**src/rtl/sram_ctrl_pkg.sv**
```systemverilog
package sram_ctrl_pkg;

  typedef enum logic [2:0] {
    ST_IDLE,
    ST_RD,
    ST_RREC,
    ST_WR,
    ST_WHOLD
  } st_e;

  typedef struct packed {
    logic ce_n;
    logic oe_n;
    logic we_n;
    logic drive;
  } pins_t;

  function automatic int ns2cyc(int t_ns, int clk_ns);
    int c;
    c = (t_ns + clk_ns - 1) / clk_ns;
    if (c < 1) c = 1;
    return c;
  endfunction

  function automatic int max2(int a, int b);
    return (a > b) ? a : b;
  endfunction

  function automatic int rd_cyc(int t_aa, int t_rc, int clk_ns);
    return max2(ns2cyc(t_aa, clk_ns), ns2cyc(t_rc, clk_ns));
  endfunction

  function automatic int wp_cyc(int t_pwe, int t_sd, int t_aw, int t_sce,
                                int t_wc, int clk_ns);
    int c;
    c = max2(max2(ns2cyc(t_pwe, clk_ns), ns2cyc(t_sd, clk_ns)),
             max2(ns2cyc(t_aw, clk_ns), ns2cyc(t_sce, clk_ns)));
    return max2(c, ns2cyc(t_wc, clk_ns) - 1);
  endfunction

  function automatic pins_t pins_of(st_e s);
    pins_t p;
    case (s)
      ST_RD:    p = '{ce_n: 1'b0, oe_n: 1'b0, we_n: 1'b1, drive: 1'b0};
      ST_WR:    p = '{ce_n: 1'b0, oe_n: 1'b1, we_n: 1'b0, drive: 1'b1};
      ST_WHOLD: p = '{ce_n: 1'b1, oe_n: 1'b1, we_n: 1'b1, drive: 1'b1};
      default:  p = '{ce_n: 1'b1, oe_n: 1'b1, we_n: 1'b1, drive: 1'b0};
    endcase
    return p;
  endfunction

endpackage

```
**src/rtl/sram_ctrl_timer.sv**
```systemverilog
module sram_ctrl_timer #(
  parameter int CNT_W = 2
) (
  input  logic             clk_i,
  input  logic             rst_ni,
  input  logic             load_i,
  input  logic [CNT_W-1:0] load_val_i,
  output logic             expired_o
);
  logic [CNT_W-1:0] cnt_q;

  always_ff @(posedge clk_i or negedge rst_ni) begin
    if (!rst_ni)              cnt_q <= '0;
    else if (load_i)          cnt_q <= load_val_i;
    else if (cnt_q != '0)     cnt_q <= cnt_q - 1'b1;
  end

  assign expired_o = (cnt_q == '0);
endmodule

```
**src/rtl/sram_ctrl_fsm.sv**
```systemverilog
module sram_ctrl_fsm
  import sram_ctrl_pkg::*;
#(
  parameter int C_RD  = 2,
  parameter int C_HZ  = 1,
  parameter int C_WP  = 1,
  parameter int CNT_W = 2
) (
  input  logic             clk_i,
  input  logic             rst_ni,
  input  logic             req_i,
  input  logic             wr_i,
  input  logic             expired_i,
  output st_e              st_d_o,
  output logic             load_o,
  output logic [CNT_W-1:0] load_val_o,
  output logic             accept_o,
  output logic             capture_o,
  output logic             ready_o,
  output logic             done_o
);
  st_e  st_q, st_d;
  logic done_q;

  always_comb begin
    st_d = st_q;
    case (st_q)
      ST_IDLE:  if (req_i) st_d = wr_i ? ST_WR : ST_RD;
      ST_RD:    if (expired_i) st_d = ST_RREC;
      ST_RREC:  if (expired_i) st_d = ST_IDLE;
      ST_WR:    if (expired_i) st_d = ST_WHOLD;
      ST_WHOLD: st_d = ST_IDLE;
      default:  st_d = ST_IDLE;
    endcase
  end

  always_comb begin
    case (st_d)
      ST_RD:   load_val_o = CNT_W'(C_RD - 1);
      ST_RREC: load_val_o = CNT_W'(C_HZ - 1);
      ST_WR:   load_val_o = CNT_W'(C_WP - 1);
      default: load_val_o = '0;
    endcase
  end

  assign load_o    = (st_d != st_q);
  assign accept_o  = (st_q == ST_IDLE) && req_i;
  assign capture_o = (st_q == ST_RD) && expired_i;
  assign ready_o   = (st_q == ST_IDLE);
  assign st_d_o    = st_d;
  assign done_o    = done_q;

  always_ff @(posedge clk_i or negedge rst_ni) begin
    if (!rst_ni) begin
      st_q   <= ST_IDLE;
      done_q <= 1'b0;
    end else begin
      st_q   <= st_d;
      done_q <= (st_q != ST_IDLE) && (st_d == ST_IDLE);
    end
  end
endmodule

```
**src/rtl/sram_ctrl_datapath.sv**
```systemverilog
module sram_ctrl_datapath
  import sram_ctrl_pkg::*;
#(
  parameter int ADDR_W = 18,
  parameter int DATA_W = 8
) (
  input  logic              clk_i,
  input  logic              rst_ni,
  input  st_e               st_d_i,
  input  logic              accept_i,
  input  logic              capture_i,
  input  logic [ADDR_W-1:0] addr_i,
  input  logic [DATA_W-1:0] wdata_i,
  input  logic [DATA_W-1:0] dq_i,
  output logic [DATA_W-1:0] rdata_o,
  output logic              ce_no,
  output logic              oe_no,
  output logic              we_no,
  output logic [ADDR_W-1:0] addr_o,
  output logic [DATA_W-1:0] dq_o,
  output logic              dq_oe_o
);
  pins_t             pins_q;
  logic [ADDR_W-1:0] addr_q;
  logic [DATA_W-1:0] wdata_q, rdata_q;

  // pins registered from the next state so they change glitch-free at the edge
  always_ff @(posedge clk_i or negedge rst_ni) begin
    if (!rst_ni) pins_q <= pins_of(ST_IDLE);
    else         pins_q <= pins_of(st_d_i);
  end

  always_ff @(posedge clk_i or negedge rst_ni) begin
    if (!rst_ni) begin
      addr_q  <= '0;
      wdata_q <= '0;
    end else if (accept_i) begin
      addr_q  <= addr_i;
      wdata_q <= wdata_i;
    end
  end

  always_ff @(posedge clk_i or negedge rst_ni) begin
    if (!rst_ni)        rdata_q <= '0;
    else if (capture_i) rdata_q <= dq_i;
  end

  assign ce_no   = pins_q.ce_n;
  assign oe_no   = pins_q.oe_n;
  assign we_no   = pins_q.we_n;
  assign dq_oe_o = pins_q.drive;
  assign addr_o  = addr_q;
  assign dq_o    = wdata_q;
  assign rdata_o = rdata_q;
endmodule

```
**src/rtl/sram_async_ctrl.sv**
```systemverilog
module sram_async_ctrl
  import sram_ctrl_pkg::*;
#(
  parameter int ADDR_W        = 18,
  parameter int DATA_W        = 8,
  parameter int CLK_PERIOD_NS = 10,
  parameter int T_AA_NS       = 15,
  parameter int T_RC_NS       = 15,
  parameter int T_WC_NS       = 15,
  parameter int T_PWE_NS      = 10,
  parameter int T_SD_NS       = 7,
  parameter int T_AW_NS       = 10,
  parameter int T_SCE_NS      = 10,
  parameter int T_HZ_NS       = 6
) (
  input  logic              clk_i,
  input  logic              rst_ni,
  input  logic              req_i,
  input  logic              wr_i,
  input  logic [ADDR_W-1:0] addr_i,
  input  logic [DATA_W-1:0] wdata_i,
  output logic              ready_o,
  output logic              done_o,
  output logic [DATA_W-1:0] rdata_o,
  output logic              sram_ce_no,
  output logic              sram_oe_no,
  output logic              sram_we_no,
  output logic [ADDR_W-1:0] sram_addr_o,
  output logic [DATA_W-1:0] sram_dq_o,
  output logic              sram_dq_oe_o,
  input  logic [DATA_W-1:0] sram_dq_i
);
  localparam int C_RD  = rd_cyc(T_AA_NS, T_RC_NS, CLK_PERIOD_NS);
  localparam int C_HZ  = ns2cyc(T_HZ_NS, CLK_PERIOD_NS);
  localparam int C_WP  = wp_cyc(T_PWE_NS, T_SD_NS, T_AW_NS, T_SCE_NS,
                                T_WC_NS, CLK_PERIOD_NS);
  localparam int C_MAX = max2(max2(C_RD, C_WP), C_HZ);
  localparam int CNT_W = $clog2(C_MAX + 1);

  st_e              st_d;
  logic             load, expired, accept, capture;
  logic [CNT_W-1:0] load_val;

  sram_ctrl_fsm #(
    .C_RD (C_RD),
    .C_HZ (C_HZ),
    .C_WP (C_WP),
    .CNT_W(CNT_W)
  ) fsm_i (
    .clk_i     (clk_i),
    .rst_ni    (rst_ni),
    .req_i     (req_i),
    .wr_i      (wr_i),
    .expired_i (expired),
    .st_d_o    (st_d),
    .load_o    (load),
    .load_val_o(load_val),
    .accept_o  (accept),
    .capture_o (capture),
    .ready_o   (ready_o),
    .done_o    (done_o)
  );

  sram_ctrl_timer #(.CNT_W(CNT_W)) timer_i (
    .clk_i     (clk_i),
    .rst_ni    (rst_ni),
    .load_i    (load),
    .load_val_i(load_val),
    .expired_o (expired)
  );

  sram_ctrl_datapath #(
    .ADDR_W(ADDR_W),
    .DATA_W(DATA_W)
  ) dp_i (
    .clk_i    (clk_i),
    .rst_ni   (rst_ni),
    .st_d_i   (st_d),
    .accept_i (accept),
    .capture_i(capture),
    .addr_i   (addr_i),
    .wdata_i  (wdata_i),
    .dq_i     (sram_dq_i),
    .rdata_o  (rdata_o),
    .ce_no    (sram_ce_no),
    .oe_no    (sram_oe_no),
    .we_no    (sram_we_no),
    .addr_o   (sram_addr_o),
    .dq_o     (sram_dq_o),
    .dq_oe_o  (sram_dq_oe_o)
  );
endmodule

```
**config.mk**
```make
export PLATFORM = sky130hd
export DESIGN_NAME = sram_async_ctrl
export DESIGN_NICKNAME = d
export VERILOG_FILES = /design/src/rtl/sram_ctrl_pkg.sv /design/src/rtl/sram_ctrl_timer.sv /design/src/rtl/sram_ctrl_fsm.sv /design/src/rtl/sram_ctrl_datapath.sv /design/src/rtl/sram_async_ctrl.sv
export SDC_FILE = /design/constraint.sdc
export NUM_CORES = 1
export LEC_CHECK = 0
export BUFFER_PORTS_ARGS = -buffer_cell sky130_fd_sc_hd__buf_2
export CAP_MARGIN = 20
export CORE_MARGIN = 4
export CORE_UTILIZATION = 45
export CTS_CLUSTER_DIAMETER = 120
export DETAILED_ROUTE_END_ITERATION = 10
export PLACE_DENSITY = 0.86
export SLEW_MARGIN = 15
export SYNTH_ARGS = -nofsm -noshare
export SYNTH_HDL_FRONTEND = slang
export SYNTH_HIERARCHICAL = 1
export SYNTH_SLANG_ARGS = --single-unit
```
**constraint.sdc**
```tcl
create_clock -name clk_i -period 1.75 [get_ports clk_i]
set_clock_uncertainty 0.05 [all_clocks]
set_input_delay 0.175 -clock clk_i [delete_from_list [all_inputs] [get_ports clk_i]]
set_output_delay 0.175 -clock clk_i [all_outputs]
set_load 0.005 [all_outputs]
```
==> results.cfg, run 1 <==
[clocking]
worstSkewPairLatency_ps = 290
clock_sinks = 44
cts_tree = yes
cts.path.max_buffers = 2
clk_pin_slew_worst_paths_ps = 90
cts-root-buf = clkbuf_8
cts_buffers = 5
cts_htree_levels = 2
post_cts_buffers = 0

[global_routing]
first_global_vias = 1322
grtUsageTotal_pct = 15.5
grt_max_degree = 27
antenna_found_initial = 0
grt_pass1_wl_mm = 6.18
grt_overflow_total = 0

[timing]
setup_viol = 0
max_slew.worst_pin.slew_ps = 524
period_needed_ps = 1630
finalHoldViolCount = 0
clock.fmax_ghz = 0.612
timing.final.crit_share_pct = 93.4
worst_slack_ps = 116
slew_headroom_pct = 65.1
drv_slew = 0

[logic_synthesis]
synthCells = 118
synth.distinct_cells = 29
synth_top_area_cell = dfrtp_1
synth.net_count = 157
synth_area_per_cell_um2 = 15.7
ys.flop_type = dfrtp_1
yosysTopAreaCellShare_pct = 55.4
ys_top_cells_by_area = dfrtp_1 (55%), mux2_4 (16%), mux2_2 (8.5%)
yosysMostFrequentCell = dfrtp_1
synth-seq-cells = 44
seq_area_frac_synth_pct = 59.6
synth_warnings = 6
async_flop_share_pct = 100
synth-edff-count = 0
synth_commonest_cells = dfrtp_1 (41), mux2_4 (20), mux2_2 (14)
netlist_area_mm2 = 0.00185

[layout]
fillers = 325
diodes = 0
multiInputGateArea_um2 = 672
layout.nets = 245
ff_latch_area_mm2 = 0.00110
fin_cells = 257
syn_to_final_growth_pct = 31.5
layout-drive-gt1-share_pct = 65.2
final_core_util_pct = 60.9

[die]
ios = 78
core_area_mm2 = 0.00400
die_area_mm2 = 0.00521
fp.dieW_um = 72.2
initial_core_util_pct = 46.3
num_rows = 23
fp.dieH_um = 72.2

[route]
highest_layer = met4
wl_met3_um = 178
drt_iter0_drc = 42
wl_met2_mm = 2.13
routed-via-count = 1236
first_pass_iters = 4
m1WireLength_mm = 1.44
drc = 0
drt-wirelength-per-cell_um = 14.7
routed_via_density = 4.81
routed_wl_mm = 3.79
antenna_left = 0

[worst_hold_path]
hold_class = input port to flip-flop

[placed_design]
dpl_worst_slack_ps = 42.1
place.gp.congestion = 0.774
port-buffer-count = 77
placed_cells = 248
place.detailed.hpwl_mm = 2.88

[run_status]
outcome = finished clean

[setup_path]
cp.arrival_ps = 1760
path_max_fanout = 6
crit_path_end_kind = flip-flop
cp.required_ps = 1880
worstSetupStartpointType = flip-flop
ff2ff_setup_slack_ps = 120
worstSetupPathType = flip-flop to flip-flop

[pwr]
ir_drop_mv = 0.995
cellPowerDensity_mw_per_mm2 = 1810
finalPower_w = 0.00442
power.leakage_nw = 1.22

[job]
maxCapViolCount = 0
final timing paths:
check,end,cells past startpoint,startpoint
max reg2reg,dp_i/dq_oe_o,6,timer_i/cnt_q[0]
max in group asynchronous,dp_i/oe_no,3,rst_ni
min,dp_i/addr_o[6],2,addr_i[6]
min in group asynchronous,dp_i/addr_o[6],2,rst_ni
min reg2reg,dp_i/addr_o[15],1,dp_i/addr_o[15]
max,dp_i/dq_oe_o,6,timer_i/cnt_q[0]
metrics by stage:
step	instance area [um^2]	setup TNS, ps	hold WS (ps)
2_1_floorplan	1850	0	-171
6_report	2440	0	56.3
4_1_cts	2430	0	45.5
5_1_grt	2440	-1.69	44.5
3_3_place_gp	2320	0	125
3_5_place_dp	2320	0	135
cell type report:
| cell class | instances | area share (%) |
|---|---|---|
| tap | 50 | 2.57 |
| sequential | 44 | 45.4 |
| clock buffer | 6 | 3.39 |
| timing repair buffer | 87 | 20.0 |
| multi-input combinational | 65 | 27.6 |
| clock inverter | 2 | 0.616 |
| inverter | 3 | 0.462 |
layout by cell type, fill, tap and decap left out, types with 2 or more instances in the layout:
cell type	synthesis	final
a21oi_1	2	2
and2_1	2	2
buf_12	2	2
buf_2	1	77
buf_4	1	7
clkbuf_8	0	6
clkinvlp_4	0	2
dfrtp_1	41	41
dfstp_2	3	3
inv_1	3	3
mux2_2	14	14
mux2_4	20	20
nand2_1	4	4
nand3b_1	2	2
nor2_1	2	2
o21ai_0	2	2
or2b_1	2	2
or3b_1	2	2
sequential cells by signal, indices dropped and copies added (netlist names):
name,count
dp_i/addr_o,18
dp_i/ce_no,1
dp_i/dq_o,8
dp_i/dq_oe_o,1
dp_i/oe_no,1
dp_i/rdata_o,8
dp_i/we_no,1
fsm_i/done_o,1
fsm_i/st_q,3
timer_i/cnt_q,2
power breakdown:
part / switching, W / internal (W) / leakage [nW] / total [W]
registers: 0.000243 / 0.00154 / 0.523 / 0.00178
clock network: 0.000330 / 0.000319 / 0.0434 / 0.000649
logic: 0.000793 / 0.00119 / 0.652 / 0.00199
routing by layer:
layer	GRT usage (%)	up-vias
met2	27.7	29
met1	17.7	624
met5	0	-
met4	5.43	0
li1	-	578
met3	4.43	5
cells by family after synthesis:
| group | count (synthesis) | synth area share, % |
|---|---|---|
| buffers and inverters | 9 | 4.66 |
| muxes | 34 | 24.7 |
| DFF | 44 | 59.6 |
| xor gates and xnor gates | 1 | 0.473 |
| other | 1 | 0.202 |
| AOI/OAI and AO/OA | 9 | 3.58 |
| adders and majority gates | 1 | 0.675 |
| and+or+nand+nor | 19 | 6.08 |
critical path: stages (launching register included):
cell and delay [ps]:
dfrtp_1 400, inv_1 70, ha_2 210, nand2_1 100
nor3b_1 340, nor2b_2 120, a22o_1 250
timing repair:
| item | 4_1_cts | 5_1_grt |
|---|---|---|
| hold endpoints to repair | 22 | 0 |
| endpoints found under the setup margin | 0 | 12 |
| resized for setup | 0 | 3 |
| hold buffers | 1 | 0 |
Note: power is estimated with default switching activity, not from simulation.
==> inputs of run 2 (changes only) <==
- ABC_AREA: not set -> 1
- PLACE_DENSITY: 0.86 -> 0.85
==> results.cfg, run 2 <==
[logic_synthesis]
synth.net_count = 255
synthCells = 216
synth_xor_area_share_pct = 0
async_flop_share_pct = 100
synth-seq-cells = 44
synth_warnings = 6
synthSimpleGateAreaFrac_pct = 16.0
synth.mux.area_fraction_pct = 0
synth-edff-count = 0
synth-compound-area-share_pct = 13.9
ys_top_cells_by_area = dfrtp_1 (51%), o21ai_2 (10%), nand2_1 (10%)
post_synth_fa_ha_maj_area_fraction_pct = 0.622
synth_commonest_cells = nand2_1 (54), inv_1 (48), dfrtp_1 (41)
yosysMostFrequentCell = nand2_1
netlist_area_mm2 = 0.00201
seq_area_frac_synth_pct = 54.9
synth.distinct_cells = 20
synth_top_family_by_area = simple AND/OR/NAND/NOR gates
synth_top_area_cell = dfrtp_1
yosysTopAreaCellShare_pct = 51.0
ys.flop_type = dfrtp_1
synth_area_per_cell_um2 = 9.32

[global_routing]
grtUsageTotal_pct = 14.4
grt_overflow_total = 0
antenna_found_initial = 0
grt_pass1_wl_mm = 6.17
grt_max_degree = 53
first_global_vias = 1463

[setup_path]
crit_chain = inv_2 > ha_4 > nand2_1 > inv_1 > nand2_2 > nand2_2 > inv_2 > nand3_1 > nand3_2 > inv_2 > nand2_1 > nand2_1 > nand2_1
cp.required_ps = 1890
r2r_start = timer_i/cnt_q[0]
cp.arrival_ps = 1760
cpMostUsedCell = nand2_1
r2r_end = timer_i/cnt_q[1]
crit_path_end_kind = flip-flop
max_stage_delay_ps = 410
ff2ff_path_depth = 13
path_max_fanout = 6
ff2ff_setup_slack_ps = 130
worstSetupPathType = flip-flop to flip-flop
worstSetupStartpointType = flip-flop
crit_slowest_cell = dfrtp_1

[die]
fp.dieH_um = 74.9
die_area_mm2 = 0.00561
num_rows = 24
ios = 78
core_area_mm2 = 0.00435
initial_core_util_pct = 46.2
fp.dieW_um = 74.9

[timing]
clock.fmax_ghz = 0.617
period_needed_ps = 1620
fin_hold_ws_ps = 27.4
rsz0062_at_grt = false
drv_slew = 0
setup_viol = 0
timing.final.crit_share_pct = 92.6
finalHoldViolCount = 0

[clocking]
worstSkewPairLatency_ps = 290
cts_tree = yes
cts.path.max_buffers = 2
cts-root-buf = clkbuf_8
clock_sinks = 44
clk_pin_slew_worst_paths_ps = 80
cts_htree_levels = 2
cts_buffers = 5
post_cts_buffers = 0

[layout]
final_common_cell = buf_2
largest_register_ffs = 18
layout-drive-gt1-share_pct = 43.9
layout_common_cells = buf_2 (77), nand2_1 (54), inv_1 (45), dfrtp_1 (41), o21ai_2 (24)
syn_to_final_growth_pct = 26.7
final_core_util_pct = 58.6
diodes = 0
layout.nets = 334

[pwr]
internal_power_w = 0.00286
clkPwrFrac_pct = 17.6
seqPwrFrac_pct = 38.3
cellPowerDensity_mw_per_mm2 = 1810
p_switching_w = 0.00177
p_sw_share_pct = 38.2
comb_power_share_pct = 44.1
power.leakage_nw = 1.40
ir_drop_mv = 0.868

[route]
routed-via-count = 1581
routed_wl_mm = 3.97
drt_iter0_drc = 44
antenna_left = 0
routed_via_density = 4.54
drc = 0
first_pass_iters = 4
drt-wirelength-per-cell_um = 11.4

[run_status]
outcome = finished clean

[placed_design]
place.detailed.hpwl_mm = 2.84
port-buffer-count = 77
place.gp.congestion = 0.766

[worst_hold_path]
holdPathStages = 3
min_to = dp_i/rdata_o[6]
hp-start = sram_dq_i[6]
hold_class = input port to flip-flop

[job]
maxCapViolCount = 0
==> run 2: cell types whose count changed in the layout (fill, tap and decap cells not counted), sizes merged, moves of 3 or more <==
cell / previous run / this run
nand2: 4 / 60
inv: 3 / 50
o21ai: 2 / 38
mux2: 34 / 0
buf: 86 / 79
nand3: 0 / 7
nor2: 2 / 5
==> run 2: stage by stage <==
| step | worst slack, ps | std cells | power (W) | cell area (um^2) | setup TNS [ps] |
|---|---|---|---|---|---|
| 6_report | 129 | 348 | 0.00463 | 2550 | 0 |
| 5_1_grt | 2.80 | 348 | 0.00503 | 2550 | 0 |
| 4_1_cts | 5.54 | 348 | 0.00463 | 2530 | 0 |
| 3_5_place_dp | -8.18 | 339 | 0.00379 | 2400 | -8.18 |
| 3_3_place_gp | 163 | 339 | 0.00368 | 2400 | 0 |
| 2_1_floorplan | 234 | 216 | 0.00315 | 2010 | 0 |
==> run 2: timing repair <==
| item | 4_1_cts | 5_1_grt |
|---|---|---|
| endpoints found under the hold margin | 41 | 0 |
| setup endpoints to repair | 2 | 3 |
| hold buffers | 1 | 0 |
| gates cloned | 0 | 0 |
| gates resized for setup | 1 | 4 |
==> run 2: power by group through the flow <==
stage / sequential, W / clock [W] / combinational, W
finish: 0.00177 / 0.000812 / 0.00204
global route: 0.00182 / 0.000884 / 0.00232
CTS: 0.00177 / 0.000837 / 0.00203
detailed placement: 0.00178 / 0 / 0.00201
global placement: 0.00177 / 0 / 0.00191
floorplan: 0.00182 / 0 / 0.00133
==> run 2: worst max-delay path: cells and delay by family, from the launching register on <==
family,cells,cell delay [ps]
buffers and inverters,4,290
DFF,1,410
and+or+nand+nor,8,580
adders and majority gates,1,170
==> run 2: layout make-up <==
| type | instances | area (um^2) |
|---|---|---|
| Clock buffer | 6 | 82.6 |
| Clock inverter | 2 | 38.8 |
| Fill cell | 387 | 1800 |
| Inverter | 50 | 188 |
| Multi-Input combinational cell | 114 | 636 |
| Sequential cell | 44 | 1100 |
| Tap cell | 52 | 65.1 |
| Timing Repair Buffer | 80 | 435 |
==> run 2: kinds of logic (layout without fill, tap and decap cells) <==
group                      count (synthesis)  count (layout)
adders and majority gates                  1               1
buffers and inverters                     58             138
other                                      1               1
AOI/OAI and AO/OA                         38              38
and+or+nand+nor                           74              74
DFF                                       44              44
==> run 2: per-layer routing <==
layer / vias to the layer above / wire length [um] / global-route usage (%)
li1: 811 / - / -
met1: 704 / 1650 / 16.9
met2: 61 / 1840 / 24.6
met3: 5 / 443 / 5.47
met4: 0 / 36 / 4.15
met5: - / 0 / 0
==> run 2: how the worst max path moves through the flow <==
stage	from	to
floorplan	timer_i/cnt_q[0]	timer_i/cnt_q[0]
global placement	timer_i/cnt_q[0]	timer_i/cnt_q[0]
detailed placement	timer_i/cnt_q[0]	timer_i/cnt_q[1]
CTS	timer_i/cnt_q[0]	timer_i/cnt_q[1]
global route	timer_i/cnt_q[0]	timer_i/cnt_q[0]
finish	timer_i/cnt_q[0]	timer_i/cnt_q[1]
